===== src/rtl/tag_guard.sv =====
module tag_guard #(
  parameter int XLEN   = 64,
  parameter int TAG_W  = 4,
  parameter int CTRL_W = 8,
  parameter int IMM_W  = 12
) (
  input  logic              clk,
  input  logic              rst_n,
  input  logic [1:0]        priv,
  input  logic              csr_we,
  input  logic [2:0]        csr_addr,
  input  logic [CTRL_W-1:0] csr_wdata,
  input  logic              acc_valid,
  input  logic [1:0]        acc_op,
  input  logic [TAG_W-1:0]  acc_mem_tag,
  input  logic [XLEN-1:0]   rs1_val,
  input  logic [TAG_W-1:0]  rs1_tag,
  input  logic [TAG_W-1:0]  rd_tag,
  input  logic [IMM_W-1:0]  imm,
  input  logic              fetch_valid,
  input  logic [TAG_W-1:0]  fetch_tag,
  input  logic              jump_valid,
  input  logic [1:0]        jump_tag,
  output logic [CTRL_W-1:0] tag_ctrl,
  output logic              xcpt_valid,
  output logic [1:0]        xcpt_cause,
  output logic              res_valid,
  output logic [XLEN-1:0]   res_data,
  output logic [TAG_W-1:0]  res_tag,
  output logic              mem_wr_valid,
  output logic [XLEN-1:0]   mem_wr_addr,
  output logic [TAG_W-1:0]  mem_wr_tag
);
  localparam logic [1:0] OP_LD = 2'd0, OP_ST = 2'd1, OP_TR = 2'd2, OP_TW = 2'd3;
  localparam logic [1:0] PRV_M = 2'b11, PRV_S = 2'b01;

  logic [CTRL_W-1:0] ctrl_q, smask_q, umask_q;
  logic              pend_q;
  logic [1:0]        exp_q;

  wire is_m = (priv == PRV_M);
  wire s_ok = is_m || (priv == PRV_S);

  wire bkpt_hit = fetch_valid && fetch_tag[2] && ctrl_q[2];
  wire cfi_hit  = fetch_valid && pend_q && ctrl_q[3] && (fetch_tag[1:0] != exp_q);
  wire ld_hit   = acc_valid && acc_op == OP_LD && ctrl_q[0] && !acc_mem_tag[0];
  wire st_hit   = acc_valid && acc_op == OP_ST && ctrl_q[1] && !acc_mem_tag[1];
  wire any_hit  = bkpt_hit || cfi_hit || ld_hit || st_hit;
  wire [1:0] cause_d = bkpt_hit ? 2'd0 : cfi_hit ? 2'd1 : ld_hit ? 2'd2 : 2'd3;
  wire [XLEN-1:0] imm_x = {{(XLEN-IMM_W){imm[IMM_W-1]}}, imm};

  assign tag_ctrl = ctrl_q;

  always_ff @(posedge clk) begin
    if (!rst_n) begin
      ctrl_q  <= '0;
      smask_q <= '0;
      umask_q <= '0;
    end else if (csr_we) begin
      case (csr_addr)
        3'd0: if (is_m) ctrl_q <= csr_wdata;
        3'd1: if (s_ok) ctrl_q <= (csr_wdata & smask_q) | (ctrl_q & ~smask_q);
        3'd2: ctrl_q <= (csr_wdata & umask_q) | (ctrl_q & ~umask_q);
        3'd3: if (is_m) smask_q <= csr_wdata;
        3'd4: if (is_m) umask_q <= csr_wdata;
        default: ;
      endcase
    end
  end

  always_ff @(posedge clk) begin
    if (!rst_n) begin
      pend_q <= 1'b0;
      exp_q  <= '0;
    end else if (jump_valid) begin
      pend_q <= 1'b1;
      exp_q  <= jump_tag;
    end else if (fetch_valid) begin
      pend_q <= 1'b0;
    end
  end

  always_ff @(posedge clk) begin
    if (!rst_n) begin
      xcpt_valid   <= 1'b0;
      xcpt_cause   <= '0;
      res_valid    <= 1'b0;
      res_data     <= '0;
      res_tag      <= '0;
      mem_wr_valid <= 1'b0;
      mem_wr_addr  <= '0;
      mem_wr_tag   <= '0;
    end else begin
      xcpt_valid   <= any_hit;
      xcpt_cause   <= any_hit ? cause_d : 2'd0;
      res_valid    <= acc_valid && acc_op == OP_TR;
      res_data     <= (acc_valid && acc_op == OP_TR) ? {{(XLEN-TAG_W){1'b0}}, rs1_tag} : '0;
      res_tag      <= '0;
      mem_wr_valid <= acc_valid && acc_op == OP_TW;
      mem_wr_addr  <= (acc_valid && acc_op == OP_TW) ? rs1_val + imm_x : '0;
      mem_wr_tag   <= (acc_valid && acc_op == OP_TW) ? rd_tag : '0;
    end
  end

  assert_mask_guard_R2: assert property (@(posedge clk) disable iff (!rst_n)
    (csr_we && !is_m && (csr_addr == 3'd3 || csr_addr == 3'd4)) |=> ($stable(smask_q) && $stable(umask_q)));

  assert_user_no_smerge_R3: assert property (@(posedge clk) disable iff (!rst_n)
    (csr_we && priv == 2'b00 && (csr_addr == 3'd1 || csr_addr == 3'd0)) |=> $stable(tag_ctrl));

  assert_bkpt_cause_R7: assert property (@(posedge clk) disable iff (!rst_n)
    (fetch_valid && fetch_tag[2] && tag_ctrl[2]) |=> (xcpt_valid && xcpt_cause == 2'd0));

  assert_cause0_src_R9: assert property (@(posedge clk) disable iff (!rst_n)
    (xcpt_valid && xcpt_cause == 2'd0) |-> $past(fetch_valid && fetch_tag[2]));

  assert_load_off_R5: assert property (@(posedge clk) disable iff (!rst_n)
    (xcpt_valid && xcpt_cause == 2'd2) |-> $past(tag_ctrl[0] && acc_valid && acc_op == OP_LD));

  assert_tagread_R10: assert property (@(posedge clk) disable iff (!rst_n)
    (acc_valid && acc_op == OP_TR) |=> (res_valid && res_tag == '0 && res_data[TAG_W-1:0] == $past(rs1_tag)));

  assert_tagwrite_R11: assert property (@(posedge clk) disable iff (!rst_n)
    (acc_valid && acc_op == OP_TW) |=> (mem_wr_valid && mem_wr_tag == $past(rd_tag)));

  assert_idle_R12: assert property (@(posedge clk) disable iff (!rst_n)
    (!acc_valid && !fetch_valid) |=> (!xcpt_valid && !res_valid && !mem_wr_valid));
endmodule


===== config.mk =====
export PLATFORM = sky130hd
export DESIGN_NAME = tag_guard
export DESIGN_NICKNAME = d
export VERILOG_FILES = /design/src/rtl/tag_guard.sv
export SDC_FILE = /design/constraint.sdc
export NUM_CORES = 1
export LEC_CHECK = 0
export ABC_AREA = 1
export BUFFER_PORTS_ARGS = -buffer_cell sky130_fd_sc_hd__buf_2
export CORE_MARGIN = 3
export CORE_UTILIZATION = 40
export CTS_CLUSTER_SIZE = 16
export DETAILED_ROUTE_END_ITERATION = 8
export PLACE_DENSITY = 0.71
export SYNTH_ARGS = -nofsm -noshare
export SYNTH_HDL_FRONTEND = slang
export SYNTH_SLANG_ARGS = --single-unit
export TNS_END_PERCENT = 1

===== constraint.sdc =====
create_clock -name clk -period 3.05 [get_ports clk]
set_input_delay 0.1525 -clock clk [delete_from_list [all_inputs] [get_ports clk]]
set_output_delay 0.1525 -clock clk [all_outputs]
set_load 0.05 [all_outputs]

==> flow_summary.yaml <==
floorplan:
  dieArea_um2: 26300
  initial_utilization_pct: 41.1
  die_h_um: 162
  core_area_um2: 23700
  io_pins: 264
  rows: 56
  die_x_um: 162
yosys:
  yosysMostFrequentCell: "nand2_1"
  ys.warnings.count: 0
  synth_area_leader_cell: "nand2_1"
  synth.area.top_cells: "nand2_1 (21%), dfxtp_1 (21%), inv_1 (13%)"
  syn_area_um2: 9740
  synth-edff-count: 0
  synth.top_cell.area_share_pct: 21.4
  synth_ff_type: "dfxtp_1"
  ys_types: 38
  syn_inst: 1695
  async_flop_share_pct: 0
  seq_area_frac_synth_pct: 21.4
  synth_commonest_cells: "nand2_1 (556), inv_1 (348), nor2_1 (151), a21oi_1 (119), dfxtp_1 (104)"
  syn_avg_cell_area_um2: 5.75
  synth-seq-cells: 104
sta:
  worst_slew_pin_slew_ns: 0.769
  setup_ws_ns: 1.07
  fin_tns_setup_ns: 0
  slew_viol_final: 0
  grt_setup_unrepaired: "false"
  slew-limit-headroom_pct: 48.4
  finalCritPeriodShare_pct: 64.9
  fin_crit_ns: 1.98
  hold_violations: 0
  fin_worst_skew_ns: 0.00351
  fmax_ghz: 0.505
  setup_viol: 0
global_routing:
  grt_pass1_wl_um: 47600
  grt_max_degree: 54
  track_usage_pct: 22.8
  antenna_found_initial: 0
  grt_overflow: 0
  grt_pass1_vias: 9289
clock_tree:
  clock_sinks: 104
  cts-buffers-inserted: 9
  clkLatencyLatePin_ns: 0.36
  cts_root_buf: "clkbuf_16"
  cts_setup_buffers: 0
  h-tree-depth: 3
  clkTransAtPathRegs_ns: 0.07
  clockBufferDepth: 2
  cts_tree: "done"
hold_path:
  worstHoldPathType: "in2reg"
  hp-start: "acc_op[0]"
  hold_path_depth: 2
  hold_end: "res_valid$_SDFF_PN0_"
placement:
  gp_congestion: 0.975
  pre_cts_slack_ns: 0.753
  port_buffers: 196
  placedCellCount: 2204
  hpwl_um: 26200
layout:
  drive_gt1_share_pct: 16.1
  layout.nets: 2081
  fillerInstances: 2629
  diodes: 0
  stdcell_count: 2226
  flow.area_growth_from_synthesis_pct: 15.3
critical_path:
  crit_type: "in2reg"
  critPathMaxFanout: 53
  arrival_ns: 2.23
  end_kind: "register"
  reg2reg_from: "tag_ctrl[3]$_SDFFE_PN0P_"
  rr_worst_depth: 6
  r2r-end: "xcpt_cause[0]$_SDFF_PP0_"
  cp-start-kind: "input port"
  rrSetupSlack_ns: 1.81
  critPathRequiredTime_ns: 3.30
route:
  avgViaCountPerCell: 4.62
  first_pass_iters: 6
  via_count: 10275
  post-route-drc-count: 0
  routed_wl_um: 30700
  wire_per_inst_um: 13.8
  ant_nets: 0
  dr.first_iter.drc_count: 749
status:
  status: "finished clean"
power:
  vdd_drop_max_mv: 0.244
  power.leakage_nw: 6.82
  power.density_nw_per_um2: 377
run:
  maxCapViolCount: 0
## logic make-up (layout without fill, tap and decap cells)
family	after synthesis	after routing	share of synthesized area (%)
compound gates	202	202	10.9
xor+xnor	3	3	0.270
fa+ha+maj	64	64	8.30
buf+inv	427	576	19.3
flops	104	104	21.4
other cells	1	64	0.0385
simple gates	894	894	39.8
## worst max-delay path by stage
stage	start	slack (ns)	cells after the start	end
floorplan	rs1_val[0]	1.39	11	mem_wr_addr[52]$_SDFF_PN0_
global placement	imm[11]	0.75	11	mem_wr_addr[61]$_SDFF_PN0_
detailed placement	imm[11]	0.75	11	mem_wr_addr[61]$_SDFF_PN0_
CTS	imm[11]	1.14	11	mem_wr_addr[61]$_SDFF_PN0_
global route	imm[11]	0.92	14	mem_wr_addr[61]$_SDFF_PN0_
finish	imm[11]	1.07	12	mem_wr_addr[61]$_SDFF_PN0_
## registers in the layout (all words and copies together), names as in the netlist
name and cells:
xcpt_valid 1, mem_wr_valid 1, exp_q 2, res_data 4, xcpt_cause 2, mem_wr_addr 64
umask_q 8, pend_q 1, mem_wr_tag 4, tag_ctrl 8, smask_q 8, res_valid 1
## per-stage QoR
| stage | hold WS [ns] | instance area (µm²) | power (mW) | utilization [%] |
|---|---|---|---|---|
| floorplan | 0.236 | 9970 | 2.66 | - |
| finish | 0.0171 | 11200 | 4.23 | 47.4 |
| detailed placement | 0.373 | 10900 | 3.03 | 45.9 |
| global route | 0.0217 | 11200 | 4.51 | 47.4 |
| global placement | 0.366 | 10900 | 3.02 | 45.9 |
| CTS | 0.00220 | 11200 | 4.27 | 47.4 |
## worst max-delay path: stages
cell and delay, ns:
buf_2 0.11, buf_12 0.18, ha_1 0.48, nand2_2 0.15, nor2_4 0.21, nand2_1 0.18, nor2_1 0.19, nand2_1 0.07
nand2_1 0.14, nand2_1 0.12, a21oi_1 0.14, nor2_1 0.06
## layout by cell type, fill, tap and decap left out, types with 11 or more instances in the layout
cell type | Yosys | layout
a21oi_1 | 119 | 119
nand3_2 | 16 | 16
buf_2 | 3 | 196
nor2_1 | 151 | 151
nand4_1 | 12 | 12
nor4_1 | 11 | 11
ha_1 | 63 | 63
nand2_1 | 556 | 556
dfxtp_1 | 104 | 104
nand3_1 | 57 | 57
o21ai_0 | 62 | 62
nor2_2 | 23 | 22
inv_1 | 348 | 348
conb_1 | 1 | 64
nand2_2 | 33 | 33
## area by class of cell
class	count	area, µm²	share of cell area (%)
clock buffers	10	229	2.04
clock inverters	6	75.1	0.669
inverters	352	1320	11.8
multi-input cells	1227	6020	53.6
flip-flops and latches	104	2080	18.5
well taps	319	399	3.56
repair buffers	208	1100	9.78
## where the power goes
part           internal, mW  leakage [nW]  switching [mW]  total (mW)
combinational         0.442          5.83            1.16        1.61
sequential             1.39         0.843          0.0157        1.41
clock                 0.650         0.145           0.564        1.21
## metal layers
metal / global-route usage, % / wire length [µm] / vias to the layer above
met3: 3.67 / 1960 / 36
met4: 5.54 / 554 / 0
met2: 38.6 / 14000 / 314
met1: 30.4 / 14100 / 4448
met5: 0 / 0 / -
li1: - / - / 5477
## what timing repair did
action                    4_1_cts  5_1_grt
resized for setup               0        0
hold endpoints to repair        6        0
hold buffers                    6        0
Note: power is estimated with default switching activity, not from simulation.
